$ cat config.mk
export PLATFORM = sky130hd
export DESIGN_NAME = ccd_timing_gen
export DESIGN_NICKNAME = d
export VERILOG_FILES = /design/src/rtl/ccd_tg_pkg.sv /design/src/rtl/ccd_pos_ctr.sv /design/src/rtl/ccd_vseq.sv /design/src/rtl/ccd_hdrv.sv /design/src/rtl/ccd_timing_gen.sv
export SDC_FILE = /design/constraint.sdc
export NUM_CORES = 1
export LEC_CHECK = 0
export BUFFER_PORTS_ARGS = -buffer_cell sky130_fd_sc_hd__buf_2
export CAP_MARGIN = 5
export CORE_ASPECT_RATIO = 0.6
export CORE_MARGIN = 2
export CORE_UTILIZATION = 44
export CTS_CLUSTER_DIAMETER = 30
export CTS_CLUSTER_SIZE = 30
export DETAILED_ROUTE_END_ITERATION = 16
export GPL_TIMING_DRIVEN = 1
export PLACE_DENSITY_LB_ADDON = 0.12
export SLEW_MARGIN = 5
export SYNTH_ARGS = -nofsm -noshare
export SYNTH_HDL_FRONTEND = slang
export SYNTH_SLANG_ARGS = --single-unit
$ cat constraint.sdc
create_clock -name clk -period 2.43 [get_ports clk]
set_input_delay 0.1215 -clock clk [delete_from_list [all_inputs] [get_ports clk]]
set_output_delay 0.1215 -clock clk [all_outputs]
set_load 0.02 [all_outputs]
$ cat src/rtl/ccd_tg_pkg.sv
package ccd_tg_pkg;

  typedef logic [2:0] vphase_t;

  localparam vphase_t V_IDLE = 3'b110;
  localparam vphase_t V_XFER = 3'b111;
  localparam int      V_NSTEP = 6;

  function automatic vphase_t shift_state(input logic [2:0] step);
    vphase_t r;
    case (step)
      3'd0:    r = 3'b010;
      3'd1:    r = 3'b011;
      3'd2:    r = 3'b001;
      3'd3:    r = 3'b101;
      3'd4:    r = 3'b100;
      default: r = 3'b110;
    endcase
    return r;
  endfunction

endpackage

$ cat src/rtl/ccd_pos_ctr.sv
module ccd_pos_ctr #(
  parameter int SUBPIX    = 4,
  parameter int LINE_PIX  = 944,
  parameter int NUM_LINES = 625,
  localparam int SW = $clog2(SUBPIX),
  localparam int PW = $clog2(LINE_PIX),
  localparam int LW = $clog2(NUM_LINES)
) (
  input  logic          clk,
  input  logic          rst_n,
  output logic [SW-1:0] sub_q,
  output logic [PW-1:0] pix_q,
  output logic [LW-1:0] line_q
);
  localparam logic [SW-1:0] S_LAST = SW'(SUBPIX - 1);
  localparam logic [PW-1:0] P_LAST = PW'(LINE_PIX - 1);
  localparam logic [LW-1:0] L_LAST = LW'(NUM_LINES - 1);

  logic          pix_en, line_en;
  logic [SW-1:0] sub_d;
  logic [PW-1:0] pix_d;
  logic [LW-1:0] line_d;

  always_comb begin
    pix_en  = (sub_q == S_LAST);
    line_en = pix_en && (pix_q == P_LAST);
    sub_d   = pix_en ? '0 : sub_q + 1'b1;
    pix_d   = pix_q;
    if (pix_en) pix_d = (pix_q == P_LAST) ? '0 : pix_q + 1'b1;
    line_d  = line_q;
    if (line_en) line_d = (line_q == L_LAST) ? '0 : line_q + 1'b1;
  end

  always_ff @(posedge clk or negedge rst_n) begin
    if (!rst_n) begin
      sub_q  <= '0;
      pix_q  <= '0;
      line_q <= '0;
    end else begin
      sub_q <= sub_d;
      if (pix_en)  pix_q  <= pix_d;
      if (line_en) line_q <= line_d;
    end
  end

  AST_NO_OVERFLOW: assert property (@(posedge clk) disable iff (!rst_n)
    (pix_q <= P_LAST) && (line_q <= L_LAST)) else $error("position out of range");

endmodule

$ cat src/rtl/ccd_vseq.sv
module ccd_vseq
  import ccd_tg_pkg::*;
#(
  parameter int SUBPIX    = 4,
  parameter int LINE_PIX  = 944,
  parameter int NUM_LINES = 625,
  parameter int VSEQ_PIX  = 8,
  parameter int VSTEP     = 8,
  localparam int SW = $clog2(SUBPIX),
  localparam int PW = $clog2(LINE_PIX),
  localparam int LW = $clog2(NUM_LINES),
  localparam int CW = (VSTEP > 1) ? $clog2(VSTEP) : 1
) (
  input  logic          clk,
  input  logic          rst_n,
  input  logic [SW-1:0] sub_q,
  input  logic [PW-1:0] pix_q,
  input  logic [LW-1:0] line_q,
  output vphase_t       v_q
);
  localparam logic [PW-1:0] START_P   = PW'(VSEQ_PIX);
  localparam logic [CW-1:0] CNT_LAST  = CW'(VSTEP - 1);
  localparam logic [2:0]    STEP_LAST = 3'(V_NSTEP - 1);

  logic          busy_q, busy_d;
  logic          xfer_q, xfer_d;
  logic [2:0]    step_q, step_d;
  logic [CW-1:0] cnt_q, cnt_d;
  vphase_t       v_d;
  logic          trig;

  always_comb begin
    trig   = (pix_q == START_P) && (sub_q == '0);
    busy_d = busy_q;
    xfer_d = xfer_q;
    step_d = step_q;
    cnt_d  = cnt_q;
    if (trig) begin
      busy_d = 1'b1;
      xfer_d = (line_q == '0);
      step_d = '0;
      cnt_d  = '0;
    end else if (busy_q) begin
      if (cnt_q == CNT_LAST) begin
        cnt_d = '0;
        if (step_q == STEP_LAST) busy_d = 1'b0;
        else                     step_d = step_q + 1'b1;
      end else begin
        cnt_d = cnt_q + 1'b1;
      end
    end
    if (!busy_d)     v_d = V_IDLE;
    else if (xfer_d) v_d = V_XFER;
    else             v_d = shift_state(step_d);
  end

  always_ff @(posedge clk or negedge rst_n) begin
    if (!rst_n) begin
      busy_q <= 1'b0;
      xfer_q <= 1'b0;
      step_q <= '0;
      cnt_q  <= '0;
      v_q    <= V_IDLE;
    end else begin
      busy_q <= busy_d;
      xfer_q <= xfer_d;
      step_q <= step_d;
      cnt_q  <= cnt_d;
      v_q    <= v_d;
    end
  end

  AST_V_ONE_PHASE: assert property (@(posedge clk) disable iff (!rst_n)
    $countones(v_q ^ $past(v_q)) <= 1) else $error("two vertical phases moved at once");
  AST_XFER_LINE0: assert property (@(posedge clk) disable iff (!rst_n)
    (v_q == V_XFER) |-> xfer_q) else $error("transfer pattern outside line 0");

endmodule

$ cat src/rtl/ccd_hdrv.sv
module ccd_hdrv #(
  parameter int SUBPIX    = 4,
  parameter int LINE_PIX  = 944,
  parameter int BLANK_PIX = 80,
  localparam int SW = $clog2(SUBPIX),
  localparam int PW = $clog2(LINE_PIX)
) (
  input  logic          clk,
  input  logic          rst_n,
  input  logic [SW-1:0] sub_q,
  input  logic [PW-1:0] pix_q,
  output logic          h1_q,
  output logic          h2_q,
  output logic          rg_q
);
  localparam logic [PW-1:0] BLANK_P = PW'(BLANK_PIX);
  localparam logic [SW-1:0] HALF_S  = SW'(SUBPIX / 2);

  logic readout, first_half;
  logic h1_d, h2_d, rg_d;

  always_comb begin
    readout    = (pix_q >= BLANK_P);
    first_half = (sub_q < HALF_S);
    h1_d = readout ? first_half : 1'b1;
    h2_d = readout && !first_half;
    rg_d = readout && (sub_q == '0);
  end

  always_ff @(posedge clk or negedge rst_n) begin
    if (!rst_n) begin
      h1_q <= 1'b1;
      h2_q <= 1'b0;
      rg_q <= 1'b0;
    end else begin
      h1_q <= h1_d;
      h2_q <= h2_d;
      rg_q <= rg_d;
    end
  end

  AST_H_NO_OVERLAP: assert property (@(posedge clk) disable iff (!rst_n)
    !(h1_q && h2_q)) else $error("h1 and h2 overlap");
  AST_RG_IN_H1: assert property (@(posedge clk) disable iff (!rst_n)
    rg_q |=> !rg_q) else $error("reset gate wider than one clock");

endmodule

$ cat src/rtl/ccd_timing_gen.sv
module ccd_timing_gen
  import ccd_tg_pkg::*;
#(
  parameter int SUBPIX    = 4,
  parameter int LINE_PIX  = 944,
  parameter int NUM_LINES = 625,
  parameter int BLANK_PIX = 80,
  parameter int VSEQ_PIX  = 8,
  parameter int VSTEP     = 8,
  parameter int SUB_PIX   = 30,
  parameter int H_OFS     = 40,
  parameter int EFF_PIX   = 782,
  parameter int V_OFS     = 20,
  parameter int EFF_LINES = 582,
  localparam int SW = $clog2(SUBPIX),
  localparam int PW = $clog2(LINE_PIX),
  localparam int LW = $clog2(NUM_LINES),
  localparam int EW = LW + 1
) (
  input  logic          clk,
  input  logic          rst_n,
  input  logic [EW-1:0] exp_lines,
  output logic          v1,
  output logic          v2,
  output logic          v3,
  output logic          h1,
  output logic          h2,
  output logic          rg,
  output logic          sub,
  output logic          frame_start,
  output logic          pix_valid
);
  localparam logic [EW-1:0]   E_MAX   = EW'(NUM_LINES - 1);
  localparam logic [EW-1:0]   N_LINES = EW'(NUM_LINES);
  localparam logic [PW-1:0]   SUB_P   = PW'(SUB_PIX);
  localparam logic [SW-1:0]   S_LAST  = SW'(SUBPIX - 1);
  localparam logic [EW-1:0]   VAL_L0  = EW'(1 + V_OFS);
  localparam logic [EW-1:0]   VAL_L1  = EW'(1 + V_OFS + EFF_LINES);
  localparam logic [PW:0]     VAL_P0  = (PW+1)'(BLANK_PIX + H_OFS);
  localparam logic [PW:0]     VAL_P1  = (PW+1)'(BLANK_PIX + H_OFS + EFF_PIX);

  logic          rs1_q, rst_q;
  logic [SW-1:0] sub_cnt;
  logic [PW-1:0] pix_cnt;
  logic [LW-1:0] line_cnt;
  vphase_t       v_q;
  logic          h1_q, h2_q, rg_q;

  logic [EW-1:0] exp_q, exp_d, e_clamp, sub_lim;
  logic          at_frame, sub_d, fs_d, pv_d;
  logic          sub_q, fs_q, pv_q;
  logic [EW-1:0] line_x;
  logic [PW:0]   pix_x;

  always_ff @(posedge clk or negedge rst_n) begin
    if (!rst_n) begin
      rs1_q <= 1'b0;
      rst_q <= 1'b0;
    end else begin
      rs1_q <= 1'b1;
      rst_q <= rs1_q;
    end
  end

  ccd_pos_ctr #(.SUBPIX(SUBPIX), .LINE_PIX(LINE_PIX), .NUM_LINES(NUM_LINES)) u_pos (
    .clk(clk), .rst_n(rst_q), .sub_q(sub_cnt), .pix_q(pix_cnt), .line_q(line_cnt));

  ccd_vseq #(.SUBPIX(SUBPIX), .LINE_PIX(LINE_PIX), .NUM_LINES(NUM_LINES),
             .VSEQ_PIX(VSEQ_PIX), .VSTEP(VSTEP)) u_vseq (
    .clk(clk), .rst_n(rst_q), .sub_q(sub_cnt), .pix_q(pix_cnt), .line_q(line_cnt), .v_q(v_q));

  ccd_hdrv #(.SUBPIX(SUBPIX), .LINE_PIX(LINE_PIX), .BLANK_PIX(BLANK_PIX)) u_hdrv (
    .clk(clk), .rst_n(rst_q), .sub_q(sub_cnt), .pix_q(pix_cnt),
    .h1_q(h1_q), .h2_q(h2_q), .rg_q(rg_q));

  always_comb begin
    at_frame = (line_cnt == '0) && (pix_cnt == '0) && (sub_cnt == '0);
    exp_d    = at_frame ? exp_lines : exp_q;
    e_clamp  = (exp_q > E_MAX) ? E_MAX : exp_q;
    sub_lim  = N_LINES - e_clamp;
    line_x   = {{(EW-LW){1'b0}}, line_cnt};
    pix_x    = {1'b0, pix_cnt};
    sub_d    = (line_cnt != '0) && (line_x < sub_lim) && (pix_cnt == SUB_P);
    fs_d     = at_frame;
    pv_d     = (line_x >= VAL_L0) && (line_x < VAL_L1) &&
               (pix_x >= VAL_P0) && (pix_x < VAL_P1) && (sub_cnt == S_LAST);
  end

  always_ff @(posedge clk or negedge rst_q) begin
    if (!rst_q) begin
      exp_q <= '0;
      sub_q <= 1'b0;
      fs_q  <= 1'b0;
      pv_q  <= 1'b0;
    end else begin
      if (at_frame) exp_q <= exp_d;
      sub_q <= sub_d;
      fs_q  <= fs_d;
      pv_q  <= pv_d;
    end
  end

  assign {v1, v2, v3} = v_q;
  assign h1          = h1_q;
  assign h2          = h2_q;
  assign rg          = rg_q;
  assign sub         = sub_q;
  assign frame_start = fs_q;
  assign pix_valid   = pv_q;

  AST_H_HOLD_VSHIFT: assert property (@(posedge clk) disable iff (!rst_q)
    (v_q != V_IDLE) |-> (h1_q && !h2_q && !rg_q)) else $error("horizontal moved during vertical");
  AST_SUB_IN_BLANK: assert property (@(posedge clk) disable iff (!rst_q)
    sub_q |-> (h1_q && !h2_q && !rg_q)) else $error("substrate pulse in readout");
  AST_FS_SINGLE: assert property (@(posedge clk) disable iff (!rst_q)
    fs_q |=> !fs_q) else $error("frame strobe wider than one clock");
  AST_PV_IN_H2: assert property (@(posedge clk) disable iff (!rst_q)
    pv_q |-> (h2_q && !h1_q)) else $error("valid strobe outside pixel end");

endmodule

# After elaboration in Yosys (flattened, before gate mapping)

Cells that the tools add are included.

Output and inout bits: 9
Register bits: 52
Word-level logic and storage cells: 81

Magnitude comparators: 8
Equal/unequal tests: 11
$add $sub $neg: 6
Reduce and logical (&&, ||, !) cells: 19
Mux-type cells: 20

Operators with widths:

| cell                                                                                 | count |
|---|---|
| 3-bit two-way mux                                                                    | 9 |
| 10-bit by 1-bit adder with 10-bit output, second input constant                      | 2 |
| 10-bit equality test, second input constant                                          | 2 |
| 10-bit by 7-bit greater-or-equal comparator with 1-bit output, second input constant | 2 |
| 10-bit logical NOT                                                                   | 2 |
| 10-bit less-than comparator, second input constant                                   | 2 |
| 10-bit two-way mux                                                                   | 2 |
| 3-bit one-hot mux with 5 select lines                                                | 1 |
| 1-bit logical AND                                                                    | 12 |
| 11-bit by 10-bit greater-than comparator with 1-bit output, second input constant    | 1 |
| 10-bit by 11-bit less-than comparator with 1-bit output                              | 1 |
| 11-bit two-way mux                                                                   | 1 |
| 10-bit by 11-bit subtractor with 11-bit output, first input constant                 | 1 |
| 10-bit by 4-bit equality test with 1-bit output, second input constant               | 1 |
| 10-bit by 5-bit equality test with 1-bit output, second input constant               | 1 |
| 10-bit by 5-bit greater-or-equal comparator with 1-bit output, second input constant | 1 |
| 10-bit nonzero test                                                                  | 1 |
| 3-bit equality test, second input constant                                           | 3 |
| 3-bit by 1-bit adder with 3-bit output, second input constant                        | 2 |
| 3-bit by 2-bit equality test with 1-bit output, second input constant                | 2 |
| 1-bit two-way mux                                                                    | 6 |
| 3-bit by 1-bit equality test with 1-bit output, second input constant                | 1 |
| 3-bit logical NOT                                                                    | 1 |
| 2-bit by 1-bit adder with 2-bit output, second input constant                        | 1 |
| 6 further kinds                                                                      | 6 |

# Depth between registers and ports, before layout

Gate-level depths: netlist (run 1).

Word-level depth: 9
Depth in mapped cells: 16
Mapped depth without buffers: 16

# Modules after synthesis

Synthesis (run 1) repeated with hierarchy kept, for this count alone.

Cell total of the unflattened synthesis: 300
Area, all modules: 3025.4 sq um

By module, submodules not included:

| module         | cells an instance | area an instance (sq um) | times used |
|---|---|---|---|
| ccd_timing_gen | 114               | 1134.8                   | 1 |
| ccd_pos_ctr    | 110               | 1113.6                   | 1 |
| ccd_vseq       | 68                | 660.6                    | 1 |
| ccd_hdrv       | 8                 | 116.4                    | 1 |

# Worst setup path after synthesis (run 1)

OpenSTA, ideal clock, no wires.

Path kind: register -> register
Start: register exp_q[1]
End: register sub_q, in the netlist sub
Buffers on the path: 0
Period minus slack after synthesis: 2.986 ns
Arrival time: 2.897 ns
Library setup time: 0.088 ns
Path slack: -0.556 ns
Data required time: 2.342 ns
Cell stages (with the launch flop): 17
Path through: dfrtp_1 nor4_1 o21ai_1 a21oi_1 nand2_1 ha_1 nor2b_1 nor2b_1 xor2_1 nand2_1 nand2_1 ha_1 a21oi_1 nand2_1 a211oi_1 o31ai_1 a41oi_1

Word-level cells in the longest chain between the ends: 6

Ends and longest elaborated chain:

| element                                                     | line                 | source |
|---|---|---|
| start: declaration                                          | ccd_timing_gen.sv:49 | `logic [EW-1:0] exp_q, exp_d, e_clamp, sub_lim;` |
| start signal: assignment                                    | ccd_timing_gen.sv:96 | `if (at_frame) exp_q <= exp_d;` |
| 11-bit by 10-bit greater-than comparator with 1-bit output  | ccd_timing_gen.sv:79 | `e_clamp = (exp_q > E_MAX) ? E_MAX : exp_q;` |
| 11-bit two-way mux (*)                                      | ccd_timing_gen.sv:79 |  |
| 10-bit by 11-bit subtractor with 11-bit output (*)          | ccd_timing_gen.sv:80 | `sub_lim = N_LINES - e_clamp;` |
| 10-bit by 11-bit less-than comparator with 1-bit output (*) | ccd_timing_gen.sv:83 | `sub_d = (line_cnt != '0) && (line_x < sub_lim) && (pix_cnt == SUB_P);` |
| 1-bit logical AND (*) (2 in series)                         | ccd_timing_gen.sv:83 |  |
| named net sub_d                                             | ccd_timing_gen.sv:50 | `logic at_frame, sub_d, fs_d, pv_d;` |
| end signal: assignment                                      | ccd_timing_gen.sv:97 | `sub_q <= sub_d;` |
| end: declaration                                            | ccd_timing_gen.sv:51 | `logic sub_q, fs_q, pv_q;` |

Mark *: on every way through the listed nets, which the timed path passes. The rest lies on a longest branch.
A chain may end at the register's enable or synchronous reset.

# Worst setup path after layout (run 1)

Ends and elaborated chain as after synthesis.

==> results of run 1 <==
-- worst max-delay path, stage by stage (launching register included) --
cell,delay (ns)
dfrtp_1,0.39
nor4_2,0.26
o21ai_1,0.10
a21oi_2,0.17
nand2_1,0.09
ha_2,0.19
nor2b_4,0.12
nor2b_2,0.11
xor2_1,0.15
nand2_1,0.08
nand2_2,0.09
ha_4,0.21
a21oi_2,0.11
nand2_1,0.07
a211oi_2,0.18
o31ai_1,0.09
a41oi_1,0.15
-- cell families after synthesis --
kind of cell    after synthesis  share of synthesized area
simple gates                123                      0.226
other cells                   1                    0.00124
fa+ha+maj                    22                     0.0909
flops                        52                      0.431
xor+xnor                      9                     0.0260
mux                          15                     0.0673
compound gates               58                      0.118
buf+inv                      25                     0.0401
-- what timing repair did --
| item | in CTS | in global routing |
|---|---|---|
| setup buffers | 1 | 0 |
| hold buffers | 1 | 0 |
| hold endpoints to repair | 2 | 0 |
| setup endpoints to repair | 1 | 1 |
| gates resized for setup | 0 | 2 |
| pin swaps | 1 | 2 |
-- power by group --
part,leakage [nW],switching (mW),internal [mW]
Sequential,0.642,0.00618,0.877
Combinational,0.963,0.0666,0.0670
Clock,0.0712,0.304,0.412
Total,1.68,0.377,1.36
-- state kept, by name, indices dropped and copies added, names as in the netlist --
| signal | cells |
|---|---|
| exp_q | 11 |
| u_pos.line_q | 10 |
| u_pos.pix_q | 10 |
| u_vseq.cnt_q | 3 |
| u_vseq.step_q | 3 |
| u_vseq.v_q | 3 |
| u_pos.sub_q | 2 |
| frame_start | 1 |
| pix_valid | 1 |
| rs1_q | 1 |
| rst_q | 1 |
| sub | 1 |
| u_hdrv.h1_q | 1 |
| u_hdrv.h2_q | 1 |
| u_hdrv.rg_q | 1 |
| u_vseq.busy_q | 1 |
| u_vseq.xfer_q | 1 |
-- worst max-delay path by stage --
stage	startpoint	endpoint	slack (ns)	cells past startpoint
after floorplan	exp_q[1]$_DFFE_PN0P_	sub$_DFF_PN0_	-0.24	16
after global placement	exp_q[1]$_DFFE_PN0P_	sub$_DFF_PN0_	-0.20	16
after detailed placement	exp_q[1]$_DFFE_PN0P_	sub$_DFF_PN0_	-0.30	16
after CTS	exp_q[1]$_DFFE_PN0P_	sub$_DFF_PN0_	-0.30	16
after global routing	exp_q[1]$_DFFE_PN0P_	sub$_DFF_PN0_	-0.56	16
final	exp_q[1]$_DFFE_PN0P_	sub$_DFF_PN0_	-0.22	16
-- through the flow --
stage / setup WS (ns) / util / setup TNS, ns / cells
floorplan: -0.243 / - / -0.243 / 305
global placement: -0.198 / 0.510 / -0.198 / 428
detailed placement: -0.302 / 0.510 / -0.302 / 428
CTS: -0.300 / 0.534 / -0.300 / 438
global route: -0.556 / 0.536 / -0.556 / 438
finish: -0.219 / 0.536 / -0.219 / 438
-- layer usage --
metal,global-route usage,vias up
met4,0.0324,0
met5,0,-
li1,-,1177
met3,0.0407,5
met2,0.269,36
met1,0.295,1122
-- cell type report --
class,count,area share
clock buffers,8,0.0409
inverters,15,0.0157
multi-input cells,228,0.461
flip-flops and latches,52,0.365
well taps,87,0.0304
repair buffers,48,0.0867
-- cells in the final DEF (no fill, tap or decap), types with 3 or more instances in the layout --
cell type / synthesis / final
a21oi_1: 10 / 8
dfrtp_1: 49 / 48
xor2_1: 4 / 4
nand3_1: 8 / 8
a31oi_1: 5 / 5
mux2_1: 3 / 3
inv_1: 13 / 13
nand4_1: 5 / 5
dfstp_2: 3 / 3
xnor2_1: 5 / 5
nand3b_1: 5 / 5
nor3_1: 4 / 4
mux2_4: 10 / 10
nand2_1: 32 / 31
ha_1: 22 / 20
clkbuf_16: 0 / 5
a21o_1: 3 / 3
o21ai_1: 10 / 10
and2_1: 8 / 8
or3_1: 8 / 8
and3_1: 9 / 9
a21oi_2: 1 / 3
nor2_1: 23 / 23
o21ai_0: 14 / 14
buf_4: 0 / 26
buf_2: 3 / 21
==> reports/metrics.yaml, run 1 <==
synthesis:
  synthTopCellsByArea: "dfrtp_1 40%, ha_1 9.1%, mux2_4 5.0%"
  syn_avg_cell_area_um2: 9.93
  synthFlopType: "dfrtp_1"
  syn_inst: 305
  ys_top_cells_by_count: "49 x dfrtp_1, 32 x nand2_1, 23 x nor2_1"
  yosysWarnings: 0
  synth-seq-area-share: 0.431
  synthArstFlopShare: 1.00
  synthesis.nets: 340
  ys_ff_latch: 52
  yosys.area.top_type: "dfrtp_1"
  synth_edf_count: 0
  yosysMostFrequentCell: "dfrtp_1"
  yosysTopAreaCellShare: 0.405
  synth.cell_area_um2: 3030
  ys_types: 54
placement:
  numPortBuffers: 21
  gp_congestion: 0.844
  hpwlAfterDp_um: 4870
  placed_area_um2: 3400
worst_setup_path:
  start_kind: "register"
  path_max_fanout: 3
  regToRegSetupSlack_ns: -0.22
  worstPathArrival_ns: 2.86
  ff2ff_path_depth: 16
  worst_setup_path_end_kind: "register"
  cp.required_ns: 2.64
  r2r-end: "sub$_DFF_PN0_"
  r2r_start: "exp_q[1]$_DFFE_PN0P_"
  worst-setup-path-type: "reg -> reg"
die:
  io_pins: 22
  core_um2: 6680
  die_x_um: 111
  die_h_um: 68.3
  die_area_um2: 7590
  rows: 23
  start_util: 0.454
run_status:
  status: "complete, but fails checks"
  violations: "negative setup slack"
timing:
  slew_violations: 0
  hold_viol: 0
  fin_worst_skew_ns: 0.00652
  finalCritPeriodShare: 1.09
  worst_slew_pin_slew_ns: 0.643
  grt_setup_unrepaired: "yes"
  fin_ws_ns: -0.219
  finalSetupViolCount: 1
  slew_headroom: 0.571
  timing.fmax_mhz: 378
  hold_slack_ns: 0.0564
  fin_crit_ns: 2.65
clock_network:
  clk_pin_slew_ns: 0.07
  cts.sinks: 52
  ctsRootBufferMaster: "clkbuf_16"
  cts_buffers: 5
  clockBufferDepth: 2
  clock_latency_ns: 0.29
  cts-htree-levels: 2
  cts_tree: "done"
cells_and_area:
  drive_gt1_frac: 0.239
  layout.nets: 385
  syn2layout_area_growth_pct: 18.1
  area.sequential_um2: 1310
  diodes: 0
  num-fill-cells: 614
  multiInputGateArea_um2: 1650
  stdcell_area_um2: 3580
detailed_routing:
  drt_iter0_drc: 111
  route.layer.met1.wl_um: 3790
  first_pass_iters: 6
  route.met3.wl_um: 247
  wl_per_cell_um: 14.8
  vias: 2340
  routed_wl_um: 6480
  drc_errors: 0
  ant_nets: 0
  via_per_inst: 5.34
  route.met2.wl_um: 2420
  top_layer: "met4"
flow_run:
  maxCapViolations: 0
min_path:
  hp-class: "in -> reg"
  hold_start: "exp_lines[0]"
  hold_path_depth: 2
  hold_end: "exp_q[0]$_DFFE_PN0P_"
grt:
  antenna_found_initial: 0
  gr-total-overflow: 0
  grt_pass1_wl_um: 11200
  grt_max_degree: 51
  grt_pass1_vias: 2279
  globalRouteTotalUtil: 0.189
power:
  total_leakage_power_nw: 1.68
  finalPower_mw: 1.73
  vdd_drop_max_uv: 270
  powerDensity_nw_per_um2: 484
Power figures use the tool's default switching activity.
==> inputs of run 2 (changes only) <==
--- a/config.mk
+++ b/config.mk
@@ -5,7 +5,6 @@
 export SDC_FILE = /design/constraint.sdc
 export NUM_CORES = 1
 export LEC_CHECK = 0
-export BUFFER_PORTS_ARGS = -buffer_cell sky130_fd_sc_hd__buf_2
 export CAP_MARGIN = 5
 export CORE_ASPECT_RATIO = 0.6
 export CORE_MARGIN = 2
@@ -13,6 +12,7 @@
 export CTS_CLUSTER_DIAMETER = 30
 export CTS_CLUSTER_SIZE = 30
 export DETAILED_ROUTE_END_ITERATION = 16
+export DONT_BUFFER_PORTS = 1
 export GPL_TIMING_DRIVEN = 1
 export PLACE_DENSITY_LB_ADDON = 0.12
 export SLEW_MARGIN = 5
==> run 2 against run 1 <==
The flow still finishes with violations (negative setup slack). Hold slack better by 0.0031 ns. Setup slack worse by 0.025 ns. Largest power group unchanged. Critical endpoint unchanged. Clock skew about the same. Clock power rose by 19%. Highest routed layer unchanged. First-iteration DRC count grew 15%. Critical path type unchanged. Register-to-register slack got worse by 0.03 ns. Sequential share of layout area fell by 0.39 points.
==> reports/metrics.yaml, run 2 (synthesized netlist as in run 1, its figures left out) <==
grt:
  globalRouteTotalUtil: 0.186  # -0.00274
  gr-total-overflow: 0  # unchanged
  grt_pass1_vias: 2114  # -7.2%
  antenna_found_initial: 0  # unchanged
  grt_max_degree: 51  # unchanged
  grt_pass1_wl_um: 10800  # -3.8%
detailed_routing:
  wl_per_cell_um: 14.8  # +0.28%
  drc_errors: 0  # unchanged
  drt_iter0_drc: 128  # +15%
  top_layer: "met4"
  via_per_inst: 5.31  # -0.64%
  first_pass_iters: 5  # -1
  ant_nets: 0  # unchanged
  route.met3.wl_um: 236  # -4.5%
  routed_wl_um: 6350  # -2.0%
  vias: 2272  # -2.9%
  route.layer.met1.wl_um: 3750  # -0.95%
  route.met2.wl_um: 2320  # -3.8%
cells_and_area:
  largest_reg_flops: 11  # unchanged
  final_cell_mix: "48 x dfrtp_1, 31 x nand2_1, 26 x buf_4"
  drive_gt1_frac: 0.188  # -0.0516
  multiInputGateArea_um2: 1650  # -0.15%
  area.sequential_um2: 1310  # unchanged
  top_regs: "exp_q (11), u_pos.line_q (10), u_pos.pix_q (10)"
  final_cells: 428  # -2.3%
  layout_commonest_cell: "dfrtp_1"
  regMostFlops: "exp_q"
  syn2layout_area_growth_pct: 19.4
  diodes: 0  # unchanged
  layout.nets: 375  # -2.6%
  num-fill-cells: 585  # -4.7%
placement:
  place_inst: 407  # -4.9%
  hpwlAfterDp_um: 4810  # -1.2%
  numPortBuffers: 0  # -100%
  gp_congestion: 0.833  # -1.3%
clock_network:
  cts.sinks: 52  # unchanged
  clock_latency_ns: 0.29  # about the same
  cts-htree-levels: 2  # unchanged
  ctsRootBufferMaster: "clkbuf_16"
  clockBufferDepth: 2  # unchanged
  clk_pin_slew_ns: 0.07  # about the same
  cts_tree: "done"
  cts_buffers: 5  # unchanged
timing:
  worst_slew_pin_slew_ns: 0.628  # -0.0144 ns
  grt_setup_unrepaired: "yes"
  fin_crit_ns: 2.67  # +0.0252 ns
  hold_viol: 0  # unchanged
  fin_worst_skew_ns: 0.00634  # -0.000184 ns
  slew_headroom: 0.581  # +0.00961
  fin_ws_ns: -0.244  # -0.0252 ns
  finalSetupViolCount: 1  # unchanged
  slew_violations: 0  # unchanged
  finalCritPeriodShare: 1.10  # +0.0104
  timing.fmax_mhz: 374  # -0.94%
worst_setup_path:
  cp.required_ns: 2.64  # about the same
  ff2ff_path_depth: 16  # unchanged
  r2r_start: "exp_q[3]$_DFFE_PN0P_"
  worst_setup_path_end_kind: "register"
  worstPathArrival_ns: 2.88  # +0.02 ns
  r2r-end: "sub$_DFF_PN0_"
  regToRegSetupSlack_ns: -0.24  # -0.03 ns
  worst-setup-path-type: "reg -> reg"
  path_max_fanout: 3  # unchanged
  start_kind: "register"
power:
  finalPower_mw: 1.87  # +8.2%
  powerDensity_nw_per_um2: 518  # +7.1%
  vdd_drop_max_uv: 307  # +14%
  total_leakage_power_nw: 1.65  # -1.3%
flow_run:
  maxCapViolations: 0  # unchanged
die:
  die_area_um2: 7590  # unchanged
  core_um2: 6680  # unchanged
  io_pins: 22  # unchanged
  die_x_um: 111  # unchanged
  start_util: 0.454  # unchanged
  die_h_um: 68.3  # unchanged
  rows: 23  # unchanged
run_status:
  violations: "negative setup slack"
  status: "complete, but fails checks"
min_path:
  hp-class: "in -> async"
-- run 2: cell types whose count changed in the layout (fill, tap and decap cells not counted), sizes merged --
cell	before	now
buf	47	26
clkbuf	8	7
bufinv	0	1
dlygate4sd3	1	12
-- run 2: worst max path at each step --
stage	from	to	slack, ns
final	exp_q[3]$_DFFE_PN0P_	sub$_DFF_PN0_	-0.24
after global routing	exp_q[3]$_DFFE_PN0P_	sub$_DFF_PN0_	-0.45
after CTS	exp_q[1]$_DFFE_PN0P_	sub$_DFF_PN0_	-0.32
after detailed placement	exp_q[1]$_DFFE_PN0P_	sub$_DFF_PN0_	-0.32
after global placement	exp_q[1]$_DFFE_PN0P_	sub$_DFF_PN0_	-0.20
after floorplan	exp_q[1]$_DFFE_PN0P_	sub$_DFF_PN0_	-0.24
-- run 2: metrics by stage --
step                       util  setup TNS, ns  area (µm²)  hold WS, ns  setup slack, ns
after detailed placement  0.494         -0.321        3300       -0.174           -0.321
after global routing      0.542         -0.452        3620       0.0581           -0.452
final                     0.542         -0.244        3620       0.0595           -0.244
after global placement    0.494         -0.195        3300       -0.174           -0.195
after CTS                 0.542         -0.318        3620       0.0562           -0.318
after floorplan               -         -0.243        3070       -0.174           -0.243
-- run 2: where the power goes --
part / total, mW / switching [mW] / internal, mW
combinational: 0.138 / 0.0663 / 0.0720
sequential: 0.882 / 0.00579 / 0.876
clock: 0.854 / 0.311 / 0.543
total: 1.87 / 0.384 / 1.49
-- run 2: cell type report --
type,instances,share of cell area
Sequential cell,52,0.361
Tap cell,87,0.0301
Clock buffer,7,0.0422
Multi-Input combinational cell,228,0.455
Clock inverter,1,0.00830
Timing Repair Buffer,38,0.0872
Inverter,15,0.0156
-- run 2: what timing repair did --
item                                    in CTS  in global routing
pin swaps                                    2                  4
endpoints found under the hold margin       13                  0
buffers inserted                             1                  0
resized for setup                            1                  0
hold buffers                                12                  0
endpoints found under the setup margin       1                  1
-- run 2: critical path: stages (launching register included) --
cell,delay (ns)
dfrtp_1,0.39
nor4_2,0.26
o21ai_1,0.10
a21oi_2,0.18
nand2_1,0.10
ha_2,0.19
nor2b_4,0.12
nor2b_1,0.12
xor2_1,0.15
nand2_1,0.08
nand2_2,0.09
ha_4,0.22
a21oi_2,0.10
nand2_1,0.07
a211oi_2,0.17
o31ai_1,0.09
a41oi_1,0.16
-- run 2: routing by layer --
metal	vias up	GRT usage
met3	2	0.0425
met5	-	0
met4	0	0.0556
li1	1156	-
met2	37	0.254
met1	1077	0.289
==> inputs of run 3 (changes only) <==
--- a/config.mk
+++ b/config.mk
@@ -14,7 +14,6 @@
 export DETAILED_ROUTE_END_ITERATION = 16
 export DONT_BUFFER_PORTS = 1
 export GPL_TIMING_DRIVEN = 1
-export PLACE_DENSITY_LB_ADDON = 0.12
 export SLEW_MARGIN = 5
 export SYNTH_ARGS = -nofsm -noshare
 export SYNTH_HDL_FRONTEND = slang
==> run 3 against run 2 <==
The flow still finishes with violations (negative setup slack). Die area unchanged. Via count decreased by 0.26%. Core utilization decreased by 0.73 points. Setup slack got worse by 0.042 ns. Clock skew increased by 0.0038 ns. Sequential share of layout area increased by 0.49 points. Highest routed layer unchanged. Clock-buffer cell count decreased by 1. Clock power decreased by 16%. Critical path depth unchanged. First-iteration DRC count decreased by 1.6%. Critical path type unchanged. Non-clock buffer count decreased by 2. Combinational power about the same.
==> reports/metrics.yaml, run 3 (synthesized netlist as in run 1, its figures left out) <==
run_status:
  status: "complete, but fails checks"
  violations: "negative setup slack"
die:
  die_x_um: 111  # unchanged
  core_um2: 6680  # unchanged
  io_pins: 22  # unchanged
  rows: 23  # unchanged
  die_area_um2: 7590  # unchanged
  die_h_um: 68.3  # unchanged
  start_util: 0.454  # unchanged
clock_network:
  cts-htree-levels: 2  # unchanged
  cts_buffers: 5  # unchanged
  post_cts_buffers: 0  # -1
  clk_pin_slew_ns: 0.07  # about the same
  clock_latency_ns: 0.30  # about the same
  cts.sinks: 52  # unchanged
  ctsRootBufferMaster: "clkbuf_16"
  cts_tree: "done"
  clockBufferDepth: 2  # unchanged
timing:
  finalCritPeriodShare: 1.12  # +0.0172
  finalSetupViolCount: 1  # unchanged
  timing.fmax_mhz: 368  # -1.5%
  worst_slew_pin_slew_ns: 0.637  # +0.00892 ns
  fin_crit_ns: 2.72  # +0.0418 ns
  tns_ns: -0.286  # -0.0418 ns
  fin_ws_ns: -0.286  # -0.0418 ns
  hold_slack_ns: 0.0624  # +0.00296 ns
  grt_setup_unrepaired: "yes"
  fin_worst_skew_ns: 0.0101  # +0.00376 ns
  slew_headroom: 0.575  # -0.00594
  hold_viol: 0  # unchanged
  slew_violations: 0  # unchanged
cells_and_area:
  regMostFlops: "exp_q"
  stdcell_area_um2: 3570  # -1.3%
  largest_reg_flops: 11  # unchanged
  diodes: 0  # unchanged
  final_cell_mix: "48 x dfrtp_1, 31 x nand2_1, 24 x buf_4"
  layout.nets: 373  # -0.53%
  fin_util: 0.534  # -0.00731
  layout_commonest_cell: "dfrtp_1"
  syn2layout_area_growth_pct: 17.8
  top_regs: "exp_q (11), u_pos.line_q (10), u_pos.pix_q (10)"
  drive_gt1_frac: 0.183  # -0.00479
detailed_routing:
  ant_nets: 0  # unchanged
  first_pass_iters: 4  # -1
  drt_iter0_drc: 126  # -1.6%
  drc_errors: 0  # unchanged
  via_per_inst: 5.32  # +0.20%
  wl_per_cell_um: 14.7  # -1.2%
  vias: 2266  # -0.26%
  routed_wl_um: 6250  # -1.7%
worst_setup_path:
  crit_family: "simple AND/OR/NAND/NOR gates"
  worstPathArrival_ns: 2.93  # +0.05 ns
  crit_slowest_cell: "dfrtp_1"
  worst_path_most_repeated_cell: "nand2_1"
  cp.required_ns: 2.65  # about the same
  worst-setup-path-type: "reg -> reg"
  start_kind: "register"
  path_max_fanout: 3  # unchanged
  crit_chain: "nor4_2, o21ai_1, a21oi_2, nand2_1, ha_2, nor2b_4, nor2b_1, xor2_1, nand2_1, nand2_2, ha_4, a21oi_2, nand2_1, a211oi_2, o31ai_1, a41oi_1"
  crit_buf_inv: 0  # unchanged
  worst_setup_path_end_kind: "register"
  max_stage_delay_ns: 0.39  # about the same
placement:
  gp_congestion: 0.831  # -0.28%
  place_ws_ns: -0.294  # +0.0273 ns
  hpwlAfterDp_um: 4770  # -0.96%
  placed_area_um2: 3290  # -0.23%
  numPortBuffers: 0  # unchanged
grt:
  grt_pass1_vias: 2102  # -0.57%
  globalRouteTotalUtil: 0.184  # -0.00232
  grt_use_met3: 0.0443  # +0.00177
  grt_pass1_wl_um: 10600  # -1.6%
  gr-total-overflow: 0  # unchanged
  met2_usage: 0.244  # -0.00997
  antenna_found_initial: 0  # unchanged
  grt_max_degree: 51  # unchanged
  top_usage_layer: "met1"
  met1_usage: 0.291  # +0.00167
power:
  powerDensity_nw_per_um2: 488  # -6.0%
  total_leakage_power_nw: 1.63  # -1.3%
  vdd_drop_max_uv: 335  # +9.1%
flow_run:
  maxCapViolations: 0  # unchanged
min_path:
  hp-class: "in -> async"
==> run 3: changes by cell type in the layout (fill, tap and decap cells not counted) <==
cell       before  now
clkbuf_8        2    1
bufinv_16       1    0
clkinv_2        0    2
buf_4          26   24
==> run 3: timing repair <==
action | CTS | global route
cloned | 0 | 0
setup endpoints to repair | 1 | 1
hold buffers | 12 | 0
hold endpoints to repair | 13 | 0
resized for setup | 1 | 0
==> run 3: worst paths after layout <==
path	startpoint	to	slack (ns)	cells past startpoint
min reg2reg	rs1_q$_DFF_PN0_	rst_q$_DFF_PN0_	0.35	0
max	exp_q[1]$_DFFE_PN0P_	sub$_DFF_PN0_	-0.29	16
min in group clk	rs1_q$_DFF_PN0_	rst_q$_DFF_PN0_	0.35	0
max reg2reg	exp_q[1]$_DFFE_PN0P_	sub$_DFF_PN0_	-0.29	16
min	rst_n	rs1_q$_DFF_PN0_	0.06	1
max in group asynchronous	rst_q$_DFF_PN0_	u_vseq.step_q[2]$_DFF_PN0_	1.63	1
==> run 3: area by class of cell <==
| class | count | area, µm² |
|---|---|---|
| Clock buffer | 6 | 139 |
| Clock inverter | 2 | 10.0 |
| Fill cell | 600 | 3110 |
| Inverter | 15 | 56.3 |
| Multi-Input combinational cell | 228 | 1650 |
| Sequential cell | 52 | 1310 |
| Tap cell | 87 | 109 |
| Timing Repair Buffer | 36 | 300 |
==> run 3: metal layers <==
layer,up-vias,share of wire
met5,-,0
met4,0,0.0085
met3,5,0.035
met2,38,0.37
met1,1071,0.59
li1,1152,-
==> run 3: stage by stage <==
step / total power, mW / std cells
after floorplan: 0.975 / 305
after global placement: 1.02 / 406
after detailed placement: 1.02 / 406
after CTS: 1.76 / 426
after global routing: 1.81 / 426
final: 1.74 / 426
==> run 3: power by group <==
group	internal, mW	switching (mW)	total (mW)
clock network	0.407	0.314	0.720
logic	0.0694	0.0663	0.136
registers	0.877	0.00634	0.883
